$ cat src/rtl/kps_pkg.sv
package kps_pkg;
   localparam logic [7:0] CMD_RESYNC = 8'h0F;
   localparam logic [7:0] SYNC_ECHO  = 8'hF0;
   localparam logic [7:0] CMD_STATUS = 8'h06;
   localparam logic [7:0] CMD_MULTI  = 8'h07;
   localparam logic [7:0] CMD_ERR_A  = 8'h0B;
   localparam logic [7:0] CMD_ERR_B  = 8'h0C;
   localparam logic [7:0] CMD_NULL   = 8'h00;

   typedef enum logic [3:0] {
      ST_RESYNC,
      ST_IDLE,
      ST_POLL_CMD,
      ST_POLL_RSP,
      ST_ERRA_CMD,
      ST_ERRA_RSP,
      ST_ERRB_CMD,
      ST_ERRB_RSP,
      ST_MULTI_CMD,
      ST_MULTI_RSP
   } seq_state_e;
endpackage

$ cat src/rtl/kps_poll_timer.sv
module kps_poll_timer #(
   parameter int POLL_TICKS     = 25,
   parameter int MIN_POLL_TICKS = 10
) (
   input  logic clk,
   input  logic rst_n,
   input  logic tick,
   input  logic restart,
   output logic due
);
   localparam int CW = $clog2(POLL_TICKS + 1);
   localparam logic [CW-1:0] LIMIT = CW'(POLL_TICKS);

   if (POLL_TICKS < MIN_POLL_TICKS) begin : g_bad_period
      $error("poll period below minimum spacing");
   end

   logic [CW-1:0] cnt;

   always_ff @(posedge clk) begin
      if (!rst_n) begin
         cnt <= '0;
      end else if (restart) begin
         cnt <= '0;
      end else if (tick && cnt != LIMIT) begin
         cnt <= cnt + 1'b1;
      end
   end

   assign due = (cnt == LIMIT);

   AST_POLL_SPACING: assert property (@(posedge clk) disable iff (!rst_n)
      restart |-> due);
   AST_TICK_STEP: assert property (@(posedge clk) disable iff (!rst_n)
      (!restart && !tick) |=> $stable(cnt));
endmodule

$ cat src/rtl/kps_status_decode.sv
module kps_status_decode #(
   parameter int KEY_W     = 5,
   parameter int NUM_KEYS  = 24,
   parameter int ERR_BIT   = 7,
   parameter int MULTI_BIT = 6
) (
   input  logic [7:0]       stat,
   output logic             err,
   output logic             multi,
   output logic [KEY_W-1:0] idx,
   output logic             bad
);
   localparam int NONE_CODE = (1 << KEY_W) - 1;
   localparam logic [KEY_W-1:0] NONE_IDX = KEY_W'(NONE_CODE);
   localparam logic [7:0] USED = (8'(1) << ERR_BIT) | (8'(1) << MULTI_BIT)
                                 | 8'(NONE_CODE);

   if (ERR_BIT == MULTI_BIT || ERR_BIT < KEY_W || MULTI_BIT < KEY_W
       || ERR_BIT > 7 || MULTI_BIT > 7) begin : g_bad_bits
      $error("status flag positions overlap the index or each other");
   end
   if (NUM_KEYS < 1 || NUM_KEYS > NONE_CODE) begin : g_bad_keys
      $error("key count does not fit the index field");
   end

   logic rsv_set;
   logic range_bad;

   assign err     = stat[ERR_BIT];
   assign multi   = stat[MULTI_BIT];
   assign idx     = stat[KEY_W-1:0];
   assign rsv_set = |(stat & ~USED);

   if (NUM_KEYS == NONE_CODE) begin : g_full_range
      assign range_bad = 1'b0;
   end else begin : g_part_range
      localparam logic [KEY_W-1:0] LAST_KEY = KEY_W'(NUM_KEYS - 1);
      assign range_bad = (idx > LAST_KEY) && (idx != NONE_IDX);
   end

   assign bad = rsv_set | range_bad;

   always_comb begin
      AST_BAD_MEANS_NONZERO: assert (!bad || stat != 8'h00);
   end
endmodule

$ cat src/rtl/kps_burst_collect.sv
module kps_burst_collect #(
   parameter int BYTES = 3
) (
   input  logic               clk,
   input  logic               rst_n,
   input  logic               clear,
   input  logic               take,
   input  logic [7:0]         din,
   output logic [BYTES*8-1:0] data,
   output logic               last
);
   localparam int W  = BYTES * 8;
   localparam int CW = (BYTES > 1) ? $clog2(BYTES) : 1;
   localparam logic [CW-1:0] LAST_POS = CW'(BYTES - 1);

   if (BYTES < 1) begin : g_bad_bytes
      $error("burst length must be at least one byte");
   end

   logic [CW-1:0] cnt;

   always_ff @(posedge clk) begin
      if (!rst_n) begin
         cnt <= '0;
      end else if (clear) begin
         cnt <= '0;
      end else if (take && !last) begin
         cnt <= cnt + 1'b1;
      end
   end

   assign last = (cnt == LAST_POS);

   if (BYTES == 1) begin : g_single
      always_ff @(posedge clk) begin
         if (!rst_n)    data <= '0;
         else if (take) data <= din;
      end
   end else begin : g_shift
      always_ff @(posedge clk) begin
         if (!rst_n)    data <= '0;
         else if (take) data <= {din, data[W-1:8]};
      end
   end

   AST_NO_OVERRUN: assert property (@(posedge clk) disable iff (!rst_n)
      (take && last) |=> (cnt == LAST_POS) || $past(clear));
endmodule

$ cat src/rtl/kps_link_seq.sv
module kps_link_seq #(
   parameter int NUM_KEYS       = 24,
   parameter int KEY_W          = 5,
   parameter int ERR_BIT        = 7,
   parameter int MULTI_BIT      = 6,
   parameter int MULTI_BYTES    = 3,
   parameter int POLL_TICKS     = 25,
   parameter int MIN_POLL_TICKS = 10
) (
   input  logic                     clk,
   input  logic                     rst_n,
   input  logic                     tick,
   output logic                     xfer_req,
   output logic [7:0]               xfer_tx,
   input  logic                     xfer_done,
   input  logic [7:0]               xfer_rx,
   output logic                     in_sync,
   output logic                     lost_sync,
   output logic                     status_upd,
   output logic [KEY_W-1:0]         key_idx,
   output logic                     err_flag,
   output logic                     multi_flag,
   output logic [7:0]               err_code_a,
   output logic [7:0]               err_code_b,
   output logic [MULTI_BYTES*8-1:0] key_mask
);
   import kps_pkg::*;

   localparam logic [KEY_W-1:0] NONE_IDX = '1;

   seq_state_e st, st_nx;
   logic       due, restart;
   logic       d_err, d_multi, d_bad;
   logic [KEY_W-1:0] d_idx;
   logic       burst_last, burst_clear, burst_take;
   logic       stat_ok, poll_end;

   kps_poll_timer #(
      .POLL_TICKS(POLL_TICKS), .MIN_POLL_TICKS(MIN_POLL_TICKS)
   ) u_timer (
      .clk(clk), .rst_n(rst_n), .tick(tick), .restart(restart), .due(due)
   );

   kps_status_decode #(
      .KEY_W(KEY_W), .NUM_KEYS(NUM_KEYS), .ERR_BIT(ERR_BIT), .MULTI_BIT(MULTI_BIT)
   ) u_dec (
      .stat(xfer_rx), .err(d_err), .multi(d_multi), .idx(d_idx), .bad(d_bad)
   );

   kps_burst_collect #(.BYTES(MULTI_BYTES)) u_burst (
      .clk(clk), .rst_n(rst_n), .clear(burst_clear), .take(burst_take),
      .din(xfer_rx), .data(key_mask), .last(burst_last)
   );

   // Outgoing byte is a pure function of the state, so it is stable while waiting.
   always_comb begin
      case (st)
         ST_RESYNC:    xfer_tx = CMD_RESYNC;
         ST_POLL_CMD:  xfer_tx = CMD_STATUS;
         ST_ERRA_CMD:  xfer_tx = CMD_ERR_A;
         ST_ERRB_CMD:  xfer_tx = CMD_ERR_B;
         ST_MULTI_CMD: xfer_tx = CMD_MULTI;
         default:      xfer_tx = CMD_NULL;
      endcase
   end

   assign xfer_req = (st != ST_IDLE);
   assign in_sync  = (st != ST_RESYNC);

   always_comb begin
      st_nx = st;
      case (st)
         ST_RESYNC:    if (xfer_done && xfer_rx == SYNC_ECHO) st_nx = ST_IDLE;
         ST_IDLE:      if (due) st_nx = ST_POLL_CMD;
         ST_POLL_CMD:  if (xfer_done) st_nx = ST_POLL_RSP;
         ST_POLL_RSP:
            if (xfer_done) begin
               if (d_bad)        st_nx = ST_RESYNC;
               else if (d_err)   st_nx = ST_ERRA_CMD;
               else if (d_multi) st_nx = ST_MULTI_CMD;
               else              st_nx = ST_IDLE;
            end
         ST_ERRA_CMD:  if (xfer_done) st_nx = ST_ERRA_RSP;
         ST_ERRA_RSP:  if (xfer_done) st_nx = ST_ERRB_CMD;
         ST_ERRB_CMD:  if (xfer_done) st_nx = ST_ERRB_RSP;
         ST_ERRB_RSP:  if (xfer_done) st_nx = multi_flag ? ST_MULTI_CMD : ST_IDLE;
         ST_MULTI_CMD: if (xfer_done) st_nx = ST_MULTI_RSP;
         ST_MULTI_RSP: if (xfer_done && burst_last) st_nx = ST_IDLE;
         default:      st_nx = ST_RESYNC;
      endcase
   end

   assign restart     = (st == ST_IDLE) && due;
   assign burst_clear = (st == ST_MULTI_CMD) && xfer_done;
   assign burst_take  = (st == ST_MULTI_RSP) && xfer_done;
   assign stat_ok     = (st == ST_POLL_RSP) && xfer_done && !d_bad;
   assign poll_end    = xfer_done && (
                          ((st == ST_POLL_RSP) && !d_bad && !d_err && !d_multi)
                       || ((st == ST_ERRB_RSP) && !multi_flag)
                       || ((st == ST_MULTI_RSP) && burst_last));

   always_ff @(posedge clk) begin
      if (!rst_n) begin
         st         <= ST_RESYNC;
         lost_sync  <= 1'b0;
         status_upd <= 1'b0;
         key_idx    <= NONE_IDX;
         err_flag   <= 1'b0;
         multi_flag <= 1'b0;
         err_code_a <= '0;
         err_code_b <= '0;
      end else begin
         st         <= st_nx;
         status_upd <= poll_end;
         if ((st == ST_POLL_RSP) && xfer_done && d_bad) lost_sync <= 1'b1;
         if (stat_ok) begin
            key_idx    <= d_idx;
            err_flag   <= d_err;
            multi_flag <= d_multi;
         end
         if ((st == ST_ERRA_RSP) && xfer_done) err_code_a <= xfer_rx;
         if ((st == ST_ERRB_RSP) && xfer_done) err_code_b <= xfer_rx;
      end
   end

   AST_SYNC_ON_ECHO: assert property (@(posedge clk) disable iff (!rst_n)
      $rose(in_sync) |-> $past(xfer_done && xfer_rx == SYNC_ECHO));
   AST_STAY_UNSYNCED: assert property (@(posedge clk) disable iff (!rst_n)
      (!in_sync && !(xfer_done && xfer_rx == SYNC_ECHO)) |=> !in_sync);
   AST_REQ_STABLE: assert property (@(posedge clk) disable iff (!rst_n)
      (xfer_req && !xfer_done) |=> (xfer_req && $stable(xfer_tx)));
   AST_LOST_STICKY: assert property (@(posedge clk) disable iff (!rst_n)
      lost_sync |=> lost_sync);
   AST_LOSS_DROPS_SYNC: assert property (@(posedge clk) disable iff (!rst_n)
      $rose(lost_sync) |-> !in_sync);
   AST_UPD_SYNCED: assert property (@(posedge clk) disable iff (!rst_n)
      status_upd |-> (in_sync && !xfer_req));
   AST_IDLE_QUIET: assert property (@(posedge clk) disable iff (!rst_n)
      (!xfer_req && !due) |=> !xfer_req);
endmodule

$ cat config.mk
export PLATFORM = sky130hd
export DESIGN_NAME = kps_link_seq
export DESIGN_NICKNAME = d
export VERILOG_FILES = /design/src/rtl/kps_pkg.sv /design/src/rtl/kps_poll_timer.sv /design/src/rtl/kps_status_decode.sv /design/src/rtl/kps_burst_collect.sv /design/src/rtl/kps_link_seq.sv
export SDC_FILE = /design/constraint.sdc
export NUM_CORES = 1
export LEC_CHECK = 0
export BUFFER_PORTS_ARGS = -buffer_cell sky130_fd_sc_hd__buf_4
export CORE_MARGIN = 10
export CORE_UTILIZATION = 46
export CTS_BUF_LIST = sky130_fd_sc_hd__clkbuf_16
export DETAILED_ROUTE_END_ITERATION = 8
export PLACE_DENSITY = 0.75
export SLEW_MARGIN = 10
export SYNTH_ARGS = -nofsm -noshare
export SYNTH_HDL_FRONTEND = slang
export SYNTH_SLANG_ARGS = --single-unit
export TNS_END_PERCENT = 5
$ cat constraint.sdc
create_clock -name clk -period 1.7 [get_ports clk]
set_clock_uncertainty 0.2 [all_clocks]
set_input_delay 0 -clock clk [delete_from_list [all_inputs] [get_ports clk]]
set_output_delay 0 -clock clk [all_outputs]
set_load 0.005 [all_outputs]
* After elaboration in Yosys (flattened, before gate mapping)
Index checks and enable logic that the tools add are counted.
** Operators by class
- Equality and inequality tests :: 25
- Multiplexer cells :: 16
- Reductions and logical operators :: 31
- $add $sub $neg :: 2
- Bitwise operators :: 2
- Order comparisons :: 1
** Operators with widths (count)
- 4-bit two-way mux :: 14
- 4-bit one-hot mux with 10 select lines :: 1
- 2-bit != test, second input constant :: 10
- 4-bit one-hot mux with 5 select lines :: 1
- 1-bit logical AND :: 19
- 4-bit by 3-bit equality test with 1-bit output, second input constant :: 4
- 5-bit != test, second input constant :: 2
- 10-bit AND reduction :: 1
- 4-bit by 2-bit equality test with 1-bit output, second input constant :: 2
- 4-bit equality test, second input constant :: 2
- 8-bit equality test, second input constant :: 1
- 5-bit by 1-bit adder with 5-bit output, second input constant :: 1
- 5-bit equality test, second input constant :: 1
- 5-bit greater-than comparator, second input constant :: 1
- 1-bit zero test :: 5
- 4-bit by 1-bit equality test with 1-bit output, second input constant :: 1
- 4-bit zero test :: 1
- 4-bit by 1-bit != test with 1-bit output, second input constant :: 1
- 4-bit nonzero test :: 1
- 2-bit OR reduction :: 2
- 2-bit by 1-bit adder with 2-bit output, second input constant :: 1
- 2-bit equality test, second input constant :: 1
- 1-bit logical OR :: 2
- 1-bit NOT :: 1
- 1-bit OR :: 1
** Word-level totals
- Output and inout bits :: 59
- Input bits :: 12
- Logic and storage cells :: 88
- Register bits :: 60

* Logic depth before layout (Yosys ltp)
- Depth after elaboration :: 10
- Mapped depth :: 7
- Mapped depth without buffers :: 7

* Hierarchy
Synthesis repeated with hierarchy kept, for this count alone.
** Unflattened totals
- Cells, all modules :: 277
- Area total of the unflattened synthesis :: 2806.4 um^2
** Modules (own cells, without submodules)
- kps_link_seq :: area an instance 1460.2 um^2, instances 1, sequential area each 580.6 um^2, cells each 154
- kps_burst_collect :: area an instance 1024.7 um^2, instances 1, sequential area each 520.5 um^2, cells each 87
- kps_poll_timer :: area an instance 255.2 um^2, instances 1, sequential area each 100.1 um^2, cells each 27
- kps_status_decode :: area an instance 66.3 um^2, instances 1, sequential area each 0.0 um^2, cells each 9

* Worst setup path after synthesis
No wires, ideal clock.
- Kind :: reg-to-reg
- Start :: register u_burst.cnt[0]
- End :: register st[3]
- Path buffers :: 0
- Arrival time :: 1.458 ns
- Stages on the path, launching flop included :: 8
- Setup time :: 0.128 ns
- Setup slack :: -0.086 ns
- Data required time :: 1.372 ns
- Period minus slack after synthesis :: 1.786 ns
- Cell sequence :: dfxtp_1 -> inv_1 -> ha_1 -> a21oi_1 -> nand2_1 -> a311oi_2 -> mux2i_1 -> nor2_1
** On the way
- Cells in the longest elaborated chain, start to end :: 4
** Ends and longest elaborated chain
- start: declaration :: RTL line kps_burst_collect.sv:20 : logic [CW-1:0] cnt;
- start signal: assignment :: RTL line kps_burst_collect.sv:28 : cnt <= cnt + 1'b1;
- 2-bit equality test :: RTL line kps_burst_collect.sv:32 : assign last = (cnt == LAST_POS);
- 1-bit logical AND :: RTL line kps_link_seq.sv:88 : ST_MULTI_RSP: if (xfer_done && burst_last) st_nx = ST_IDLE;
- 2-bit != test (no source line)
- 10-bit AND reduction (no source line)
- end signal: assignment :: RTL line kps_link_seq.sv:113 : st <= st_nx;
- end: declaration :: RTL line kps_link_seq.sv:31 : seq_state_e st, st_nx;
No other way between the ends.
A chain may end at the register's enable or synchronous reset.

* Worst setup path after layout
- Start :: register st[0]
- End :: register st[0]
** On the way
- Cells in the longest elaborated chain, start to end :: 3
- Elaborated cells on any way between the ends :: 22
- Those cells by class :: eq/ne: 19; mux: 1; reduce/logical: 2
** Ends and longest elaborated chain
- 4-bit equality test, or another cell as far along :: RTL line kps_link_seq.sv:72 : case (st)
- 2-bit != test (no source line)
- 10-bit AND reduction (no source line)
Several ways; a longest one is shown, not always the timed one.

==> results.md <==
- Outcome: complete, but fails checks
- Failing checks: negative setup slack
- Delay-heaviest family, CP: simple AND/OR/NAND/NOR gates
- Kind of critical path: reg2reg
- Largest net degree at the start of global routing: 32
- Post-layout nets: 414
- Multi-input gate area: 0.001316 mm^2
- Io pins: 71
- CTS root buf: clkbuf_16
- Vias in the first global route: 2380
- Synth cell types: 43
- Routed WL: 7.339 mm
- Critical path launch point type: flop
- Die height: 94.29 um
- Met3 wire len: 536 um
- M1 WL: 3.064 mm
- Filler cells: 376
- Synthesized instance count: 294
- Syn Std Cell Area: 0.002539 mm^2
- Fin crit period: 1751 ps
- Avg WL per Cell: 15.48 um
- Die area: 0.008891 mm^2
- Top Layer Used: met4
- Final Non-Filler Cells: 474
- WL met2: 3.663 mm
- DRC Markers: 0
- Final hold violations: 0
- VDD IR max: 580.5 uV
- CTS tree: done
- Initial Util: 48.47%
- Crit path arrival time: 1800 ps
- RePlAce Congestion: 0.8751
- Total Power: 3.636 mW
- Die width: 94.29 um
- CTS Sinks: 60
- Number of antenna violations at the first check in global routing: 0
- Placed Instances: 443
- Final Worst Setup Slack: -50.84 ps
- Ys Warns: 0
- Worst setup EP type: flop
- Min-Delay Path Class: in2reg
- Max Root-Sink Buffers: 2
- Share of cells above drive strength 1: 35.89%
- Overall routing resource usage: 16.34%
- Sequence of cells on the critical path: or2b_1 > nor4_4 > a311oi_4 > or3_1 > a21oi_1
- Slew Limit Fails: 0
- Critical path buffers and inverters: 0
- Seq/Total Area, Yosys: 47.31%
- Vias: 2397
- Synth-to-Final Area Change: 53.62%
- Critical Path Fanout Max: 4
- Setup violations, final: 3
- Ant diodes: 0
- RSZ-0062 raised after global routing: true
- Buffers on Ports: 66
- Leakage power: 1.618 nW
- Required @ worst endpoint: 1750 ps
- Core area: 0.005238 mm^2
- CTS buffer count: 9
- Synthesized flop and latch total: 60
- Syn Area/Cell: 8.635 um^2
- PD cells: 932.2 mW/mm^2
- FMAX: 571.2 MHz
- Clk slew on worst S/H paths: 50 ps
- Commonest cells after routing, fill and taps aside: buf_4 (94), nand2_1 (64), dfxtp_1 (54), nor2_1 (30), a21oi_1 (27)
- Global-route wire length before repair: 11.65 mm
- Slowest cell on crit path: or3_1
- Max stage delay on crit path: 360 ps
- GR Overflow Total: 0
- Post-synth ARST share: 0%
- DRT antenna net count: 0
- Commonest non-fill, non-tap cell in the layout: buf_4
- Max cap viols: 0
- Drt pass-1 iters: 4
- Worst skew pair latency: 320 ps
- # rows: 26
- DP HPWL: 4.820 mm
- Initial DRC count: 155
- Via-to-Cell Ratio: 5.057
- H-tree depth: 3
- Tcrit/Tclk final: 103.0%
- Number of flops mapped to enable cells by yosys: 0
- Sequential cell area: 0.001209 mm^2
- Ys flop type: dfxtp_1
## sequential cells by signal (all words and copies together), names as in the netlist
name,count
err_code_a,8
err_code_b,8
err_flag,1
key_idx,5
lost_sync,1
multi_flag,1
st,4
status_upd,1
u_burst.cnt,2
u_burst.data,24
u_timer.cnt,5
## synthesized netlist by cell type, types with 2 or more instances
master    instances  area share (%)
nor3_1            4            0.79
nor2_1           32             4.7
xnor2_1           2            0.69
o31ai_1           3            0.89
mux2i_1          24             9.5
a211oi_1          4             1.2
o21ai_0           2            0.39
nand4_1           3            0.74
clkbuf_1         10             1.5
nand3_1           6             1.2
dfxtp_1          60              47
a31oi_1           2            0.49
nor2b_1           7             1.7
and2_1            2            0.49
inv_1             3            0.44
nor2_2            2            0.49
buf_4             7             2.1
a21oi_1          28             5.5
ha_1              3             1.5
xor2_1            3             1.0
nand2_1          65             9.6
## logic make-up after synthesis
kind of cell / synth area share (%)
xor gates and xnor gates: 1.725
and+or+nand+nor: 21.88
DFF: 47.31
adders and majority gates: 1.873
buffers and inverters: 6.013
AOI/OAI and AO/OA: 11.58
other: 0.1477
muxes: 9.463
## worst paths after layout
check	from	to	slack, ps	cells past startpoint
setup / recovery	st[0]$_SDFFE_PN0P_	st[0]$_SDFFE_PN0P_	-50	5
hold / removal	xfer_rx[3]	lost_sync$_SDFFE_PN0P_	50	5
setup reg to reg	st[0]$_SDFFE_PN0P_	st[0]$_SDFFE_PN0P_	-50	5
hold reg to reg	u_burst.data[1]$_SDFFE_PN0P_	u_burst.data[1]$_SDFFE_PN0P_	250	2
## per-layer routing
layer	up-vias	track usage [%]
met5	-	0
met4	0	8.861
met3	8	6.155
met2	68	25.51
met1	1125	18.83
li1	1196	-
## timing repair
item / CTS / global route
gates cloned: 0 / 0
endpoints found under the setup margin: 25 / 49
resized for setup: 14 / 18
hold endpoints to repair: 43 / 0
setup buffers: 1 / 1
pin swaps: 6 / 2
hold buffers: 13 / 0
## cell type report
type,count,area share [%]
Clock buffer,9,5.775
Multi-Input combinational cell,212,33.75
Timing Repair Buffer,113,23.90
Tap cell,70,2.246
Clock inverter,7,2.952
Inverter,3,0.3850
Sequential cell,60,30.99
## where the power goes
part           leakage (nW)  internal (mW)  switching, mW
clock network         0.163           1.42          0.625
logic                 0.969         0.0790         0.0887
registers             0.486           1.41        0.00446
## metrics by stage
step	area, um^2	hold WS [ps]	setup slack (ps)	setup TNS [ps]	util [%]
floorplan	2572	-74.89	-47.31	-112.5	-
global placement	3292	44.71	-76.44	-307.5	62.85
detailed placement	3292	49.19	-116.1	-471.9	62.85
CTS	3819	38.85	-49.99	-87.96	72.91
global route	3900	100.7	-113.1	-987.3	74.46
finish	3900	49.81	-50.84	-108.4	74.46
## worst register-to-register path, cell delays in order (launching register included)
cell and delay (ps):
dfxtp_2 350, or2b_1 280, nor4_4 280, a311oi_4 70, or3_1 360, a21oi_1 140
Note: power is estimated with default switching activity, not from simulation.
